`src/rtl/rxs_pkg.sv`:
```
package rxs_pkg;
  typedef enum logic [1:0] {
    ST_IDLE  = 2'd0,
    ST_START = 2'd1,
    ST_DATA  = 2'd2,
    ST_STOP  = 2'd3
  } rx_state_t;
endpackage

```
`src/rtl/rxs_sync.sv`:
```
module rxs_sync #(
  parameter int   STAGES    = 2,
  parameter logic RESET_VAL = 1'b1
) (
  input  logic clk,
  input  logic rst_n,
  input  logic d,
  output logic q
);
  logic [STAGES-1:0] chain;

  generate
    for (genvar i = 0; i < STAGES; i++) begin : g_stage
      if (i == 0) begin : g_first
        always_ff @(posedge clk or negedge rst_n) begin
          if (!rst_n) chain[0] <= RESET_VAL;
          else        chain[0] <= d;
        end
      end else begin : g_next
        always_ff @(posedge clk or negedge rst_n) begin
          if (!rst_n) chain[i] <= RESET_VAL;
          else        chain[i] <= chain[i-1];
        end
      end
    end
  endgenerate

  assign q = chain[STAGES-1];
endmodule

```
`src/rtl/rxs_frame.sv`:
```
module rxs_frame
  import rxs_pkg::*;
#(
  parameter int BIT_TICKS = 16,
  parameter int DATA_W    = 8
) (
  input  logic              clk,
  input  logic              rst_n,
  input  logic              rx_s,
  output logic [DATA_W-1:0] byte_o,
  output logic              byte_vld,
  output logic              frame_err
);
  localparam int CNT_W = (BIT_TICKS > 1) ? $clog2(BIT_TICKS) : 1;
  localparam int IDX_W = (DATA_W > 1) ? $clog2(DATA_W) : 1;
  localparam logic [CNT_W-1:0] HALF_C   = CNT_W'(BIT_TICKS / 2 - 1);
  localparam logic [CNT_W-1:0] LAST_C   = CNT_W'(BIT_TICKS - 1);
  localparam logic [IDX_W-1:0] IDX_LAST = IDX_W'(DATA_W - 1);

  rx_state_t         st, st_n;
  logic [CNT_W-1:0]  cnt, cnt_n;
  logic [IDX_W-1:0]  idx, idx_n;
  logic [DATA_W-1:0] sh, sh_n;
  logic              rx_d;
  logic              vld_n, ferr_n;
  logic              fall;

  assign fall = rx_d & ~rx_s;

  always_comb begin
    st_n   = st;
    cnt_n  = cnt;
    idx_n  = idx;
    sh_n   = sh;
    vld_n  = 1'b0;
    ferr_n = 1'b0;
    case (st)
      ST_IDLE: begin
        if (fall) begin
          st_n  = ST_START;
          cnt_n = '0;
        end
      end
      ST_START: begin
        if (cnt == HALF_C) begin
          cnt_n = '0;
          idx_n = '0;
          st_n  = rx_s ? ST_IDLE : ST_DATA;
        end else begin
          cnt_n = cnt + 1'b1;
        end
      end
      ST_DATA: begin
        if (cnt == LAST_C) begin
          cnt_n = '0;
          sh_n  = {rx_s, sh[DATA_W-1:1]};
          if (idx == IDX_LAST) st_n = ST_STOP;
          else                 idx_n = idx + 1'b1;
        end else begin
          cnt_n = cnt + 1'b1;
        end
      end
      ST_STOP: begin
        if (cnt == LAST_C) begin
          cnt_n  = '0;
          st_n   = ST_IDLE;
          vld_n  = rx_s;
          ferr_n = ~rx_s;
        end else begin
          cnt_n = cnt + 1'b1;
        end
      end
      default: st_n = ST_IDLE;
    endcase
  end

  always_ff @(posedge clk or negedge rst_n) begin
    if (!rst_n) begin
      st        <= ST_IDLE;
      cnt       <= '0;
      idx       <= '0;
      sh        <= '0;
      rx_d      <= 1'b1;
      byte_vld  <= 1'b0;
      frame_err <= 1'b0;
    end else begin
      st        <= st_n;
      cnt       <= cnt_n;
      idx       <= idx_n;
      sh        <= sh_n;
      rx_d      <= rx_s;
      byte_vld  <= vld_n;
      frame_err <= ferr_n;
    end
  end

  assign byte_o = sh;
endmodule

```
`src/rtl/rxs_fifo.sv`:
```
module rxs_fifo #(
  parameter int DATA_W = 8,
  parameter int DEPTH  = 4
) (
  input  logic              clk,
  input  logic              rst_n,
  input  logic              wr_en,
  input  logic [DATA_W-1:0] wr_data,
  input  logic              rd_en,
  output logic [DATA_W-1:0] rd_data,
  output logic              not_empty,
  output logic              full
);
  localparam int AW = (DEPTH > 1) ? $clog2(DEPTH) : 1;
  localparam int CW = AW + 1;
  localparam logic [CW-1:0] DEPTH_C = CW'(DEPTH);

  logic [DATA_W-1:0] mem [DEPTH];
  logic [AW-1:0]     wp, rp;
  logic [CW-1:0]     cnt, cnt_n;
  logic              wr_ok, rd_ok;

  assign full      = (cnt == DEPTH_C);
  assign not_empty = (cnt != '0);
  assign wr_ok     = wr_en & ~full;
  assign rd_ok     = rd_en & not_empty;

  always_comb begin
    cnt_n = cnt;
    case ({wr_ok, rd_ok})
      2'b10:   cnt_n = cnt + 1'b1;
      2'b01:   cnt_n = cnt - 1'b1;
      default: cnt_n = cnt;
    endcase
  end

  always_ff @(posedge clk) begin
    if (wr_ok) mem[wp] <= wr_data;
  end

  always_ff @(posedge clk or negedge rst_n) begin
    if (!rst_n) begin
      wp  <= '0;
      rp  <= '0;
      cnt <= '0;
    end else begin
      cnt <= cnt_n;
      if (wr_ok) wp <= (wp == AW'(DEPTH - 1)) ? '0 : wp + 1'b1;
      if (rd_ok) rp <= (rp == AW'(DEPTH - 1)) ? '0 : rp + 1'b1;
    end
  end

  assign rd_data = mem[rp];
endmodule

```
`src/rtl/uart_rx_fifo.sv`:
```
module uart_rx_fifo #(
  parameter int CLK_HZ     = 40_000_000,
  parameter int BAUD       = 2_500_000,
  parameter int DATA_W     = 8,
  parameter int FIFO_DEPTH = 4
) (
  input  logic              clk,
  input  logic              rst_n,
  input  logic              rx_line,
  input  logic              rd_strobe,
  output logic [DATA_W-1:0] rd_data,
  output logic              data_avail,
  output logic              frame_err,
  output logic              overrun
);
  localparam int BIT_TICKS = CLK_HZ / BAUD;

  logic              rst_i_n;
  logic              rx_s;
  logic [DATA_W-1:0] byte_w;
  logic              byte_vld;
  logic              q_full;

  rxs_sync #(.STAGES(2), .RESET_VAL(1'b0)) u_rst_sync (
    .clk(clk), .rst_n(rst_n), .d(1'b1), .q(rst_i_n)
  );

  rxs_sync #(.STAGES(2), .RESET_VAL(1'b1)) u_rx_sync (
    .clk(clk), .rst_n(rst_i_n), .d(rx_line), .q(rx_s)
  );

  rxs_frame #(.BIT_TICKS(BIT_TICKS), .DATA_W(DATA_W)) u_frame (
    .clk(clk), .rst_n(rst_i_n), .rx_s(rx_s),
    .byte_o(byte_w), .byte_vld(byte_vld), .frame_err(frame_err)
  );

  rxs_fifo #(.DATA_W(DATA_W), .DEPTH(FIFO_DEPTH)) u_fifo (
    .clk(clk), .rst_n(rst_i_n),
    .wr_en(byte_vld), .wr_data(byte_w),
    .rd_en(rd_strobe), .rd_data(rd_data),
    .not_empty(data_avail), .full(q_full)
  );

  assign overrun = byte_vld & q_full;
endmodule

```
`config.mk`:
```
export PLATFORM = sky130hd
export DESIGN_NAME = uart_rx_fifo
export DESIGN_NICKNAME = d
export VERILOG_FILES = /design/src/rtl/rxs_pkg.sv /design/src/rtl/rxs_sync.sv /design/src/rtl/rxs_frame.sv /design/src/rtl/rxs_fifo.sv /design/src/rtl/uart_rx_fifo.sv
export SDC_FILE = /design/constraint.sdc
export NUM_CORES = 1
export LEC_CHECK = 0
export ABC_CLOCK_PERIOD_IN_PS = 2200
export BUFFER_PORTS_ARGS = -buffer_cell sky130_fd_sc_hd__buf_2
export CORE_ASPECT_RATIO = 1.4
export CORE_MARGIN = 3
export CORE_UTILIZATION = 50
export DETAILED_ROUTE_END_ITERATION = 8
export PLACE_DENSITY = 0.67
export SLEW_MARGIN = 20
export SYNTH_ARGS = -nofsm -noshare
export SYNTH_HDL_FRONTEND = slang
export SYNTH_SLANG_ARGS = --single-unit
```
`constraint.sdc`:
```
create_clock -name clk -period 2.2 [get_ports clk]
set_input_delay 0.44 -clock clk [delete_from_list [all_inputs] [get_ports clk]]
set_output_delay 0.44 -clock clk [all_outputs]
set_load 0.02 [all_outputs]
```
# --- Word-level counts from Yosys, hierarchy flattened ---
# Memories as Yosys holds them, arrays and structs flattened.
# Index checks and enable logic that the tools add are counted.
# Widths: inputs -> output; s select.
classes:
  muxes: 24
  addsub: 6
  n_eq_ne: 17
  n_bitwise: 6
  reduce_logical: 8
op_table:
  columns: ["operator", "count"]
  rows:
  - ["$mux 2", 8]
  - ["$mux 4", 3]
  - ["$pmux 3 s2", 2]
  - ["$pmux 4 s3", 1]
  - ["$eq 2x2->1 const B", 5]
  - ["$ne 2x1->1 const B", 5]
  - ["$mux 3", 3]
  - ["$pmux 2 s4", 1]
  - ["$add 3x1->3 const B", 2]
  - ["$eq 3x3->1 const B", 2]
  - ["$mux 1", 6]
  - ["$reduce_and 5->1", 1]
  - ["$add 2x1->2 const B", 2]
  - ["$add 4x1->4 const B", 1]
  - ["$and 1x1->1", 4]
  - ["$eq 2x1->1 const B", 2]
  - ["$eq 4x3->1 const B", 1]
  - ["$eq 4x4->1 const B", 1]
  - ["$reduce_and 4->1", 1]
  - ["$reduce_bool 2->1", 2]
  - ["$reduce_bool 3->1", 1]
  - ["$sub 3x1->3 const B", 1]
  - ["$logic_not 2->1", 1]
  - ["$ne 2x2->1 const B", 1]
  - ["3 further kinds", 4]
word_totals:
  ramBits: 32
  regBits: 31
  out_inout_bits: 11
  mem_count: 1
  wordCells: 76
  inputBits: 4
memory_table:
  columns: ["name", "words", "width", "rd", "rd_ports_with_merged_regs", "write_ports", "line_no", "text"]
  rows:
  - ["u_fifo.mem", 4, 8, 1, 0, 1, "rxs_fifo.sv:18", "logic [DATA_W-1:0] mem [DEPTH];"]

# --- Logic depth before layout (Yosys ltp) ---
depth:
  word_depth: 5
  ltp_mapped: 9
  depth_no_buf: 9

# --- By module ---
# From an unflattened synthesis, not the netlist that was laid out.
hier_totals:
  cells_unflattened: 172
  area_unflattened_um2: 2721.4
modules_own_cells:
  columns: ["module", "area_each_um2", "cells_per_inst", "instances", "seq_area_each_um2"]
  rows:
  - ["rxs_fifo", 1615.3, 82, 1, 1136.1]
  - ["rxs_frame", 993.5, 84, 1, 501.7]
  - ["rxs_sync at u_rx_sync", 52.6, 2, 1, 52.6]
  - ["rxs_sync at u_rst_sync", 50.0, 2, 1, 50.0]
  - ["uart_rx_fifo", 10.0, 2, 1, 0.0]

# --- Least setup slack after synthesis ---
# OpenSTA, ideal clock, no wires.
synth_timing:
  path_kind: "register -> register"
  from: "register u_fifo.cnt[0]"
  to: "register u_fifo.cnt[2]"
  setup_ns: 0.125
  required_time_ns: 2.075
  arrival_time_ns: 1.856
  period_less_slack_ns: 1.981
  stages_incl_launch_ff: 10
  path_slack_ns: 0.219
  path_buffers: 0
  path_cell_list: "dfrtp_1 > or3_1 > nand2_1 > inv_1 > ha_1 > inv_1 > fa_1 > xor2_1 > nor2_1 > xor2_1"
synth_via:
  elab_cells_between_ends: 11
  cone_classes: "add/sub: 2; eq/ne: 3; mux: 1; bitwise: 3; reduce/logical: 2"
synth_rtl:
  columns: ["item", "line_no", "text"]
  rows:
  - ["start, declared", "rxs_fifo.sv:20", "logic [CW-1:0] cnt, cnt_n;"]
  - ["start signal, assigned", "rxs_fifo.sv:47", "cnt <= cnt_n;"]
  - ["$reduce_bool 3->1 *", "rxs_fifo.sv:24", "assign not_empty = (cnt != '0);"]
  - ["named net data_avail", "uart_rx_fifo.sv:12", "output logic data_avail,"]
  - ["$and 1x1->1 *", "rxs_fifo.sv:26", "assign rd_ok = rd_en & not_empty;"]
  - ["named net u_fifo.rd_ok", "rxs_fifo.sv:21", "logic wr_ok, rd_ok;"]
  - ["$eq 2x1->1 / $eq 2x2->1 (equally long branches)", "rxs_fifo.sv:30", "case ({wr_ok, rd_ok})"]
  - ["$pmux 3 s2 / $reduce_bool 2->1 (equally long branches)", null, null]
# Mark *: on every way through the listed nets, which the timed path passes. The rest lies on a longest branch.
# A chain may end at the register's enable or synchronous reset.

# --- Worst setup path in the final report ---
layout_timing:
  from: "register u_fifo.rp[0]"
  to: "output port rd_data[0]"
layout_via:
  elab_chain_len: 1
layout_lines:
  columns: ["item", "line_no", "text"]
  rows:
  - ["start, declared", "rxs_fifo.sv:19", "logic [AW-1:0] wp, rp;"]
  - ["start signal, assigned", "rxs_fifo.sv:49", "if (rd_ok) rp <= (rp == AW'(DEPTH - 1)) ? '0 : rp + 1'b1;"]
  - ["$mem_v2 4x8", null, null]
  - ["end, declared", "uart_rx_fifo.sv:11", "output logic [DATA_W-1:0] rd_data,"]
# Every way passes these cells.

==> results.py <==
metrics = {
    "status": {
        "status": "complete, no violations",
    },
    "global_routing": {
        "gr-usage-met1": 0.167,
        "busiest_layer": "met2",
        "grt_max_degree": 30,
        "grt_first_pass_wirelength_mm": 6.89,
        "grt_pass1_vias": 1434,
        "gr-usage-met3": 0.0449,
        "grt.total_usage": 0.152,
        "antenna_found_initial": 0,
        "grt_util_met2": 0.257,
        "grt.overflow.total": 0,
    },
    "floorplanning": {
        "die_area_sq_um": 6270,
        "start_util": 0.535,
        "die_w_um": 67.8,
        "die_height_um": 92.5,
        "pin_count": 15,
        "row_count": 30,
        "core_area_sq_um": 4990,
    },
    "yosys": {
        "synth_top_area_cell": "edfxtp_1",
        "ys_seq_area_frac": 0.652,
        "ys_warn_count": 0,
        "synth_area_sq_um": 2670,
        "ys_seq_elements": 63,
        "synth_fp_nets": 177,
        "ys_types": 43,
        "syn_area_per_cell_sq_um": 16.4,
        "synth_edf_count": 32,
        "synth_area_leaders": "edfxtp_1 36%, dfrtp_1 26%, mux4_2 6.7%",
        "synth_cells": 163,
        "synth_top_area_share": 0.360,
        "async_reset_ff_frac": 0.492,
        "ys.flop_type": "edfxtp_1",
    },
    "critical_path": {
        "crit_arrival_ns": 1.59,
        "cpLargestDelayFamily": "flip-flops",
        "crit_chain": "mux4_2 -> buf_2",
        "slowest_stage": "dfrtp_2",
        "start_kind": "flip-flop",
        "critPathKind": "reg2out",
        "critPathBufInv": 1,
        "cp.required_ns": 1.76,
        "crit_fanout": 11,
        "cp_slowest_stage_delay_ns": 0.55,
        "cp-end-kind": "output port",
    },
    "timing": {
        "timing.final.crit_period_ns": 2.03,
        "finalSetupViolations": 0,
        "rsz0062_at_grt": "false",
        "drv_slew": 0,
        "hold_viol": 0,
        "setup-tns-final_ns": 0,
        "skew_ns": 0.00613,
        "fmax_ghz": 0.492,
        "post-route-period-util": 0.924,
    },
    "clocking": {
        "htreeDepth": 3,
        "cts-root-buf": "clkbuf_8",
        "clock_latency_ns": 0.33,
        "cts_buffers": 9,
        "cts_tree": "done",
        "clock-sinks": 63,
        "cts.clk_slew.worst_paths_ns": 0.06,
        "cts_buffer_depth": 2,
    },
    "finish": {
        "fin_nets": 197,
        "register_area_sq_um": 1740,
        "drive_gt1_frac": 0.314,
        "syn_to_final_growth_pct": 12.6,
        "diodes": 0,
        "fin_util": 0.603,
        "multiInputGateArea_sq_um": 845,
        "fillCellCount": 379,
    },
    "drt": {
        "wl_mm": 3.96,
        "vias_per_cell": 5.38,
        "wire_per_inst_um": 15.7,
        "drt_iter0_markers": 29,
        "drc": 0,
        "antenna_left": 0,
        "firstDrtPassIters": 4,
        "num_vias": 1355,
    },
    "place": {
        "dp.final_hpwl_mm": 2.88,
        "io_buffers": 14,
        "gp_congestion": 0.685,
    },
    "worst_hold_path": {
        "hp-class": "in2reg",
    },
    "flow_run": {
        "cap_violations": 0,
    },
    "power_and_ir_drop": {
        "powerDensity_nw_per_um2": 1150,
        "peakVddDrop_mv": 0.577,
        "p_leak_uw": 0.00123,
    },
}
flip-flops by register name (all words and copies together), names as in the netlist, named ones only:
name / count
u_frame.cnt: 4
u_fifo.rp: 2
u_frame.rx_d: 1
u_rx_sync.q: 1
u_fifo.cnt: 3
u_fifo.mem: 32
u_fifo.wp: 2
u_frame.st: 1
u_rst_sync.chain: 1
u_frame.idx: 3
u_frame.byte_vld: 1
u_frame.byte_o: 8
u_frame.frame_err: 1
u_rst_sync.q: 1
u_rx_sync.chain: 1
metrics by stage:
step / hold WS, ns / cells / setup WS, ns / instance area [sq um] / power, uW
global route: 0.185 / 252 / 0.0297 / 3010 / 3660
CTS: 0.194 / 252 / 0.126 / 3010 / 3490
finish: 0.213 / 252 / 0.167 / 3010 / 3450
detailed placement: 0.226 / 235 / 0.226 / 2790 / 2430
global placement: 0.224 / 235 / 0.273 / 2790 / 2390
floorplan: 0.144 / 163 / 0.219 / 2670 / 2260
final timing paths:
kind                                from                 end  slack, ns  cells after the start
setup / recovery            u_fifo.rp[0]          rd_data[0]       0.17                      2
hold / removal                   rx_line  u_rx_sync.chain[0]       0.21                      1
setup reg to reg           u_fifo.cnt[0]       u_fifo.cnt[2]       0.24                      9
hold reg to reg             u_rst_sync.q   u_frame.byte_o[1]       0.25                      1
max in group asynchronous   u_rst_sync.q         u_rx_sync.q       1.63                      1
min in group asynchronous   u_rst_sync.q   u_frame.byte_o[1]       0.25                      1
power breakdown:
part / leakage, uW / internal, uW / total, uW / switching (uW)
sequential: 0.000661 / 1370 / 1600 / 234
clock: 0.000104 / 634 / 1050 / 414
combinational: 0.000460 / 421 / 795 / 374
synth_stat cells, drive strengths merged, types with 4 or more instances:
cell    count
dfrtp      28
edfxtp     32
mux2       15
nor2        7
inv        10
buf         5
ha          9
xor2        4
mux4        8
and2        5
metal layers:
layer | wire length (um) | up-vias
met5 | 0 | -
met4 | 76 | 0
met3 | 134 | 8
met2 | 2220 | 19
met1 | 1530 | 690
li1 | - | 638
placed cells by master (no fill, tap or decap), types with 2 or more instances in the layout:
cell type and n:
a22o_1 3, a31oi_1 2, and2_1 4, buf_2 14
bufinv_16 2, clkbuf_8 9, dfrtp_1 27, dfstp_2 3
edfxtp_1 32, ha_1 9, inv_1 9, mux2_2 7
mux2_4 8, mux2i_1 2, mux4_2 8, nand2_1 2
nor2_1 7, nor3b_1 3, o21ai_0 3, xor2_1 4
logic make-up (layout without fill, tap and decap cells):
family	count (synthesis)	in the layout	share of synthesized area
simple gates	27	27	0.0590
compound gates	15	15	0.0403
other cells	1	1	0.00140
mux	25	25	0.149
buf+inv	17	42	0.0323
flops	63	63	0.652
xor+xnor	5	5	0.0164
fa+ha+maj	10	10	0.0496
layout make-up:
| type | instances | share of cell area |
|---|---|---|
| clock buffer | 10 | 0.0424 |
| sequential | 63 | 0.579 |
| timing repair buffer | 16 | 0.0291 |
| multi-input combinational | 83 | 0.281 |
| clock inverter | 6 | 0.0283 |
| inverter | 10 | 0.0141 |
| tap | 64 | 0.0266 |
what timing repair did:
item	in CTS	in global routing
buffers inserted	0	0
setup endpoints to repair	8	0
hold endpoints to repair	2	0
hold buffers	1	0
gates resized for setup	1	0
(Power assumes the default switching activity.)
